## src/rtl/serial_tx_pkg.sv

```systemverilog
package serial_tx_pkg;

  typedef enum logic [2:0] {
    ST_IDLE,
    ST_START,
    ST_DATA,
    ST_PARITY,
    ST_STOP
  } tx_state_e;

  // Stop period in oversample ticks for a stop-length code.
  function automatic int unsigned stop_tick_count(input logic [1:0] code,
                                                  input int unsigned os);
    case (code)
      2'd0:    return os;
      2'd1:    return os + os / 2;
      default: return 2 * os;
    endcase
  endfunction

endpackage

```

## src/rtl/tx_frame_capture.sv

```systemverilog
module tx_frame_capture
  import serial_tx_pkg::*;
#(
  parameter int DATA_W     = 8,
  parameter int MIN_LEN    = 5,
  parameter int OVERSAMPLE = 16,
  parameter int LEN_W      = 2,
  parameter int IDX_W      = 4,
  parameter int CNT_W      = 6
) (
  input  logic              clk,
  input  logic              rst_n,
  input  logic              load,
  input  logic              shift,
  input  logic [DATA_W-1:0] in_data,
  input  logic [LEN_W-1:0]  cfg_len,
  input  logic              cfg_par_en,
  input  logic              cfg_par_odd,
  input  logic [1:0]        cfg_stop,
  output logic              data_lsb,
  output logic              par_bit,
  output logic              par_en,
  output logic [IDX_W-1:0]  nbits,
  output logic [CNT_W-1:0]  stop_ticks
);

  logic [IDX_W-1:0]  req_nbits;
  logic [DATA_W-1:0] keep;
  logic [DATA_W-1:0] masked;
  logic              par_next;
  logic [DATA_W-1:0] shreg_q;

  assign req_nbits = IDX_W'(MIN_LEN) + IDX_W'(cfg_len);

  // Bits at or above the selected length are cleared before use.
  for (genvar i = 0; i < DATA_W; i++) begin : g_keep
    assign keep[i] = (IDX_W'(i) < req_nbits);
  end

  assign masked   = in_data & keep;
  assign par_next = (^masked) ^ cfg_par_odd;

  always_ff @(posedge clk) begin
    if (!rst_n) begin
      shreg_q    <= '0;
      par_bit    <= 1'b0;
      par_en     <= 1'b0;
      nbits      <= IDX_W'(MIN_LEN);
      stop_ticks <= CNT_W'(OVERSAMPLE);
    end else if (load) begin
      shreg_q    <= masked;
      par_bit    <= par_next;
      par_en     <= cfg_par_en;
      nbits      <= req_nbits;
      stop_ticks <= CNT_W'(stop_tick_count(cfg_stop, OVERSAMPLE));
    end else if (shift) begin
      shreg_q    <= shreg_q >> 1;
    end
  end

  assign data_lsb = shreg_q[0];

endmodule

```

## src/rtl/tx_tick_counter.sv

```systemverilog
module tx_tick_counter #(
  parameter int CNT_W = 6
) (
  input  logic             clk,
  input  logic             rst_n,
  input  logic             clr,
  input  logic             tick,
  output logic [CNT_W-1:0] count
);

  always_ff @(posedge clk) begin
    if (!rst_n)    count <= '0;
    else if (clr)  count <= '0;
    else if (tick) count <= count + 1'b1;
  end

endmodule

```

## src/rtl/tx_sequencer.sv

```systemverilog
module tx_sequencer
  import serial_tx_pkg::*;
#(
  parameter int OVERSAMPLE = 16,
  parameter int IDX_W      = 4,
  parameter int CNT_W      = 6
) (
  input  logic             clk,
  input  logic             rst_n,
  input  logic             in_valid,
  input  logic             os_tick,
  input  logic             data_lsb,
  input  logic             par_bit,
  input  logic             par_en,
  input  logic [IDX_W-1:0] nbits,
  input  logic [CNT_W-1:0] stop_ticks,
  input  logic [CNT_W-1:0] count,
  output logic             in_ready,
  output logic             txd,
  output logic             load,
  output logic             shift,
  output logic             clr
);

  localparam logic [CNT_W-1:0] BIT_TICKS = CNT_W'(OVERSAMPLE);

  tx_state_e        state_q, state_d;
  logic [IDX_W-1:0] idx_q, idx_d;
  logic [CNT_W-1:0] seg_len;
  logic             seg_done;
  logic             last_bit;

  assign in_ready = (state_q == ST_IDLE);
  assign load     = in_valid && in_ready;
  assign seg_len  = (state_q == ST_STOP) ? stop_ticks : BIT_TICKS;
  assign seg_done = os_tick && !in_ready && (count == seg_len - 1'b1);
  assign clr      = load || seg_done;
  assign shift    = seg_done && (state_q == ST_DATA);
  assign last_bit = (idx_q == nbits - 1'b1);

  always_comb begin
    state_d = state_q;
    idx_d   = idx_q;
    case (state_q)
      ST_IDLE: begin
        if (in_valid) begin
          state_d = ST_START;
          idx_d   = '0;
        end
      end
      ST_START:  if (seg_done) state_d = ST_DATA;
      ST_DATA: begin
        if (seg_done) begin
          if (last_bit) state_d = par_en ? ST_PARITY : ST_STOP;
          else          idx_d   = idx_q + 1'b1;
        end
      end
      ST_PARITY: if (seg_done) state_d = ST_STOP;
      ST_STOP:   if (seg_done) state_d = ST_IDLE;
      default:   state_d = ST_IDLE;
    endcase
  end

  always_ff @(posedge clk) begin
    if (!rst_n) begin
      state_q <= ST_IDLE;
      idx_q   <= '0;
    end else begin
      state_q <= state_d;
      idx_q   <= idx_d;
    end
  end

  always_comb begin
    case (state_q)
      ST_START:  txd = 1'b0;
      ST_DATA:   txd = data_lsb;
      ST_PARITY: txd = par_bit;
      default:   txd = 1'b1;
    endcase
  end

endmodule

```

## src/rtl/serial_tx_framer.sv

```systemverilog
module serial_tx_framer
  import serial_tx_pkg::*;
#(
  parameter int DATA_W     = 8,
  parameter int MIN_LEN    = 5,
  parameter int OVERSAMPLE = 16
) (
  input  logic                                   clk,
  input  logic                                   rst_n,
  input  logic                                   os_tick,
  input  logic                                   in_valid,
  output logic                                   in_ready,
  input  logic [DATA_W-1:0]                      in_data,
  input  logic [$clog2(DATA_W-MIN_LEN+1)-1:0]    cfg_len,
  input  logic                                   cfg_par_en,
  input  logic                                   cfg_par_odd,
  input  logic [1:0]                             cfg_stop,
  output logic                                   txd
);

  localparam int LEN_W = $clog2(DATA_W - MIN_LEN + 1);
  localparam int IDX_W = $clog2(DATA_W + 1);
  localparam int CNT_W = $clog2(2 * OVERSAMPLE + 1);

  logic             load, shift, clr;
  logic             data_lsb, par_bit, par_en;
  logic [IDX_W-1:0] nbits;
  logic [CNT_W-1:0] stop_ticks;
  logic [CNT_W-1:0] count;

  tx_frame_capture #(
    .DATA_W(DATA_W), .MIN_LEN(MIN_LEN), .OVERSAMPLE(OVERSAMPLE),
    .LEN_W(LEN_W), .IDX_W(IDX_W), .CNT_W(CNT_W)
  ) u_capture (
    .clk(clk), .rst_n(rst_n), .load(load), .shift(shift),
    .in_data(in_data), .cfg_len(cfg_len), .cfg_par_en(cfg_par_en),
    .cfg_par_odd(cfg_par_odd), .cfg_stop(cfg_stop),
    .data_lsb(data_lsb), .par_bit(par_bit), .par_en(par_en),
    .nbits(nbits), .stop_ticks(stop_ticks)
  );

  tx_tick_counter #(.CNT_W(CNT_W)) u_ticks (
    .clk(clk), .rst_n(rst_n), .clr(clr), .tick(os_tick), .count(count)
  );

  tx_sequencer #(
    .OVERSAMPLE(OVERSAMPLE), .IDX_W(IDX_W), .CNT_W(CNT_W)
  ) u_seq (
    .clk(clk), .rst_n(rst_n), .in_valid(in_valid), .os_tick(os_tick),
    .data_lsb(data_lsb), .par_bit(par_bit), .par_en(par_en),
    .nbits(nbits), .stop_ticks(stop_ticks), .count(count),
    .in_ready(in_ready), .txd(txd), .load(load), .shift(shift), .clr(clr)
  );

endmodule

```

## config.mk

```make
export PLATFORM = sky130hd
export DESIGN_NAME = serial_tx_framer
export DESIGN_NICKNAME = d
export VERILOG_FILES = /design/src/rtl/serial_tx_pkg.sv /design/src/rtl/tx_frame_capture.sv /design/src/rtl/tx_tick_counter.sv /design/src/rtl/tx_sequencer.sv /design/src/rtl/serial_tx_framer.sv
export SDC_FILE = /design/constraint.sdc
export NUM_CORES = 1
export LEC_CHECK = 0
export BUFFER_PORTS_ARGS = -buffer_cell sky130_fd_sc_hd__buf_2
export CORE_UTILIZATION = 58
export CTS_CLUSTER_SIZE = 16
export DETAILED_ROUTE_END_ITERATION = 12
export PLACE_DENSITY = 0.82
export SLEW_MARGIN = 10
export SYNTH_ARGS = -nofsm -noshare
export SYNTH_HDL_FRONTEND = slang
export SYNTH_SLANG_ARGS = --single-unit
```

## constraint.sdc

```tcl
create_clock -name clk -period 3.4 [get_ports clk]
set_clock_uncertainty 0.05 [all_clocks]
set_input_delay 0.34 -clock clk [delete_from_list [all_inputs] [get_ports clk]]
set_output_delay 0.34 -clock clk [all_outputs]
set_load 0.005 [all_outputs]
```

Yosys cells after proc, flatten, opt, wreduce, memory -nomap -nowiden:

Index checks and enable logic that the tools add are counted.

* register bits: 33
* word-level logic and storage cells: 69

* add/subtract/negate cells: 5
* $lt $le $gt $ge: 8
* equal/unequal tests: 14
* muxes and demuxes: 17
* bitwise gates (word level): 3
* reductions and logical operators: 14

Operators with widths (count)
* two-way mux 3 bit: 7
* less-than comparator 3 x 4 -> 1 bit, first input constant: 4
* two-way mux 8 bit: 2
* one-hot mux 3 bit (5 select lines): 1
* two-way mux 4 bit: 3
* one-hot mux 6 bit (2 select lines): 1
* inequality test 2 x 1 -> 1 bit, second input constant: 5
* bitwise AND 8 bit: 1
* less-than comparator 1 x 4 -> 1 bit, first input constant: 2
* less-than comparator 2 x 4 -> 1 bit, first input constant: 2
* one-hot mux 4 bit (2 select lines): 1
* XOR reduction 8 bit: 1
* adder 6 x 1 -> 6 bit, second input constant: 1
* equality test 3 x 2 -> 1 bit, second input constant: 2
* equality test 6 bit: 1
* two-way mux 6 bit: 1
* AND reduction 6 bit: 1
* subtractor 6 x 1 -> 6 bit, second input constant: 1
* adder 3 x 2 -> 4 bit, first input constant: 1
* adder 4 x 1 -> 4 bit, second input constant: 1
* equality test 4 bit: 1
* logical AND 1 bit: 4
* inequality test 2 bit, second input constant: 2
* AND reduction 4 bit: 1
* other kinds (13): 14

Logic depth before layout (Yosys ltp):

* depth in word-level cells: 8
* gate-level depth with buffers: 10

Modules after synthesis:

Synthesis repeated with hierarchy kept, for this count alone.

* cell total of the unflattened synthesis: 222
* area, all modules: 1904.3 um2

By module, submodules not included
* tx_frame_capture: instances 1, cells each 99, area an instance 863.3 um2, seq. area each 340.3 um2
* tx_sequencer: instances 1, cells each 98, area an instance 795.8 um2, seq. area each 140.1 um2
* tx_tick_counter: instances 1, cells each 25, area an instance 245.2 um2, seq. area each 120.1 um2

Least setup slack after synthesis:

No wires, ideal clock.

* path kind: register to register
* from: register u_seq.state_q[0]
* to: register u_seq.state_q[1]
* arrival time: 2.322 ns
* path slack: 0.953 ns
* cell stages (with the launch flop): 10
* buffers on the path: 1
* clock period less this slack: 2.447 ns
* cell sequence: dfxtp_1 > buf_6 > nor3b_4 > nor2b_1 > ha_1 > xor2_1 > nand4_1 > a211oi_2 > mux2_1 > o22ai_1

* word-level cells in the longest chain between the ends: 7
* elaborated cells between the ends (all ways): 19
* those cells by class: add/sub: 1; eq/ne: 11; mux: 2; reduce/logical: 5

Ends and longest elaborated chain
* start: declaration: RTL line tx_sequencer.sv:27 `tx_state_e state_q, state_d;`
* start signal: assignment: RTL line tx_sequencer.sv:69 `state_q <= state_d;`
* equality test 3 bit: RTL line tx_sequencer.sv:35, tx_sequencer.sv:44
* two-way mux 6 bit: RTL line tx_sequencer.sv:35 `assign seg_len = (state_q == ST_STOP) ? stop_ticks : BIT_TICKS;`
* subtractor 6 x 1 -> 6 bit: RTL line tx_sequencer.sv:36 `assign seg_done = os_tick && !in_ready && (count == seg_len - 1'b1);`
* equality test 6 bit: RTL line tx_sequencer.sv:36
* logical AND 1 bit: RTL line tx_sequencer.sv:36
* inequality test 2 x 1 -> 1 bit (no line)
* AND reduction 6 bit (no line)

Parallel ways exist; a longest one is shown, timed or not.
A chain may end at the register's enable or synchronous reset.

Worst setup path after layout:

* from: register u_seq.state_q[2]
* to: register u_capture.shreg_q[1]

* word-level cells in the longest chain between the ends: 7
* elaborated cells between the ends (all ways): 13
* those cells by class: add/sub: 1; eq/ne: 3; mux: 2; reduce/logical: 7

Ends and longest elaborated chain
* equality test 3 bit: RTL line tx_sequencer.sv:35
* two-way mux 6 bit: RTL line tx_sequencer.sv:35
* subtractor 6 x 1 -> 6 bit: RTL line tx_sequencer.sv:36
* equality test 6 bit: RTL line tx_sequencer.sv:36
* logical AND 1 bit: RTL line tx_sequencer.sv:36
* logical AND 1 bit: RTL line tx_sequencer.sv:38 `assign shift = seg_done && (state_q == ST_DATA);`
* nonzero test 2 bit (no line)
* end signal: assignment: RTL line tx_frame_capture.sv:51 `shreg_q <= masked;`
* end signal: assignment: RTL line tx_frame_capture.sv:57 `shreg_q <= shreg_q >> 1;`
* end: declaration: RTL line tx_frame_capture.sv:31 `logic [DATA_W-1:0] shreg_q;`

Parallel ways exist; a longest one is shown, timed or not.

==> summary.md <==
| Metric | Value |
|---|---|
| Yosys warns | `0` |
| Crit. End Element | `flop` |
| Tot GR Track Use | `0.2217` |
| Final setup viols | `0` |
| RSZ-0062 raised after global routing | `no` |
| Placed insts | `257` |
| Via/cell ratio | `5.608` |
| Final Slew Violations | `0` |
| Drt pass-1 iters | `5` |
| Setup WS post-layout | `0.5091 ns` |
| Yosys top cell by area | `dfxtp_1` |
| DR WL/cell | `12.78 um` |
| Worst-Skew Late Latency | `0.34 ns` |
| Sum Neg Setup Slack | `0 ns` |
| Critical Path AT | `3.08 ns` |
| Clock share of power | `0.309` |
| GR Overflow Total | `0` |
| Period utilization | `0.8503` |
| Cell row count | `20` |
| Synthesized Nets | `231` |
| Yosys top cell area share | `0.3281` |
| Slew headroom | `0.4555` |
| WS Path Type | `reg -> reg` |
| Max H-tree Level | `2` |
| Die ar. | `0.003385 mm^2` |
| Sw frac | `0.2877` |
| Commonest cells after routing, fill and taps aside | `nand2_1, dfxtp_1, buf_2` |
| CTS tree | `yes` |
| DP HPWL | `2460 um` |
| Final #Nets | `~250` |
| Endpoints failing hold | `0` |
| Critical Path Max Stage Delay | `0.76 ns` |
| Post-CTS Resized | `0` |
| CP max FO | `13` |
| Worst path slowest cell | `a2111oi_4` |
| Post-layout util | `0.6504` |
| Combinational Power Share | `0.172` |
| Syn Inst Count | `206` |
| Worst hold margin | `0.2027 ns` |
| Post-place setup slack | `0.5380 ns` |
| Syn avg cell area | `8.886 um^2` |
| Hold Crit Class | `in -> reg` |
| Top delay family on crit path | `compound AO/OA/AOI/OAI gates` |
| Yosys cell types | `45` |
| DRT antenna net count | `0` |
| P_sw | `~0.21 mW` |
| P_int | `0.5311 mW` |
| Die span in x | `58.18 um` |
| Outcome | `complete, no violations` |
| WP buf/inv | `0` |
| First-pass GRT wire length | `5713 um` |
| Minimum clock period | `approximately 2.9 ns` |
| Core footprint | `between 0.003 and 0.004 mm^2` |
| # Post-CTS Setup Buffers | `0` |
| DR iter-0 viols | `61` |
| Root buf cell | `clkbuf_4` |
| Clk slew on worst S/H paths | `0.10 ns` |
| Top-Level Pins | `20` |
| GP Congestion | `0.8589` |
| Ys async rst share | `0` |
| Clock Tree Buf Depth | `2` |
| Post-synth EDFFs | `0` |
| IO buf count | `19` |
| Sequential power share | `0.519` |
| Commonest register cell after synthesis | `dfxtp_1` |
| Cts bufs inserted | `5` |
| P&R area growth vs syn | `7.587%` |
| Mapped cell area | `between 0.0015 and 0.002 mm^2` |
| Pin count of the biggest net entering global routing | `27` |
| Critical-path cell list | `nor3b_4 > nor2b_1 > ha_1 > xor2_1 > nand4_1 > a2111oi_4 > o21ai_0 > o311a_2` |
| Hold Buf Count CTS | `0` |
| Seq/Total Area, Yosys | `0.3281` |
| #FFs+latches synth | `30` |
| Worst setup SP type | `flop` |
| Vias in the first global route | `1262` |
| Drt total wl | `3388 um` |
| Area contributors post-synth | `dfxtp_1, xnor2_1, nand2_1, mux2i_1, ha_1` |
| Die H | `roughly 58 um` |
| CTS sink cnt | `30` |
| Share of post-route cells with drive strength above 1 | `0.2127` |
| Post-route DRC violation count | `0` |
| FMAX | `345.9 MHz` |
| Fin cells | `around 270` |
| Maximum VDD drop | `around 0.29 mV` |
| PD cells | `378.6 mW/mm^2` |
| Via count | `1486` |
| Initial Utilization | `0.6045` |
| ANT cells | `0` |
| Initial antenna violation count | `0` |
| Max cap viols | `0` |
| Leak | `0.7861 nW` |
| Slew at the pin closest to its max-slew limit | `about 0.8 ns` |
| CP required | `about 3.6 ns` |
## routing by layer
layer,share of wire,up-vias,GRT usage
met5,0,-,0
met4,0.029,0,0.1088
met3,0.047,11,0.07366
met2,0.44,38,0.3235
met1,0.48,684,0.2928
li1,-,753,-
## power groups by stage
stage	sequential, mW	clock (mW)	combinational [mW]
global route	0.389	0.252	0.144
finish	0.387	0.230	0.128
detailed placement	0.395	0	0.128
floorplan	0.387	0	0.105
CTS	0.387	0.237	0.128
global placement	0.394	0	0.125
## logic make-up after synthesis
family,synth area share
compound gates,0.2057
flops,0.3281
fa+ha+maj,0.04784
simple gates,0.1941
mux,0.05537
buf+inv,0.05946
xor+xnor,0.1094
## worst min-delay path, delay by kind of cell
kind | cells | cell delay [ns]
buf+inv | 1 | 0.10
simple gates | 1 | 0.04
compound gates | 1 | 0.06
## final timing paths
check / from / endpoint / slack, ns / cells after the start
worst max register to register: u_seq.state_q[2] / u_capture.shreg_q[1] / 0.51 / 8
worst max-delay path: u_seq.state_q[2] / u_capture.shreg_q[1] / 0.51 / 8
worst min-delay path: cfg_par_en / u_capture.par_en / 0.20 / 3
worst min register to register: u_capture.par_bit / u_capture.par_bit / 0.43 / 2
## stage by stage
step	instance area, um^2	total power [mW]
global placement	1906	0.5189
finish	1969	0.7456
global route	1969	0.7849
CTS	1969	0.7521
detailed placement	1906	0.5229
floorplan	1831	0.4927
## Yosys cell counts (2+ instances only)
cell type / count
a21boi_0: 5
a21oi_1: 3
a31o_2: 2
a31oi_1: 3
and2_1: 3
buf_2: 3
buf_4: 2
buf_6: 3
clkbuf_1: 5
dfxtp_1: 30
ha_1: 7
inv_1: 7
mux2i_1: 9
nand2_1: 30
nand2b_1: 3
nand3_1: 7
nand4_1: 3
nor2_1: 10
nor2b_1: 2
nor3_1: 3
o211ai_1: 3
o21a_1: 2
o21ai_0: 15
o311a_2: 6
xnor2_1: 13
xor2_1: 8
## layout make-up
class	count	area (um^2)
Fill cell	276	1059
Timing Repair Buffer	20	102.6
Tap cell	44	55.05
Inverter	7	26.28
Sequential cell	30	600.6
Multi-Input combinational cell	156	1121
Clock inverter	2	12.51
Clock buffer	6	51.30
## sequential cells by signal (all words and copies together), names as in the netlist
name and count:
u_seq.idx_q 4, u_seq.state_q 3, u_capture.par_bit 1, u_capture.shreg_q 8, u_capture.par_en 1, u_capture.stop_ticks 3
u_ticks.count 6, u_capture.nbits 4
Power figures use the tool's default switching activity.
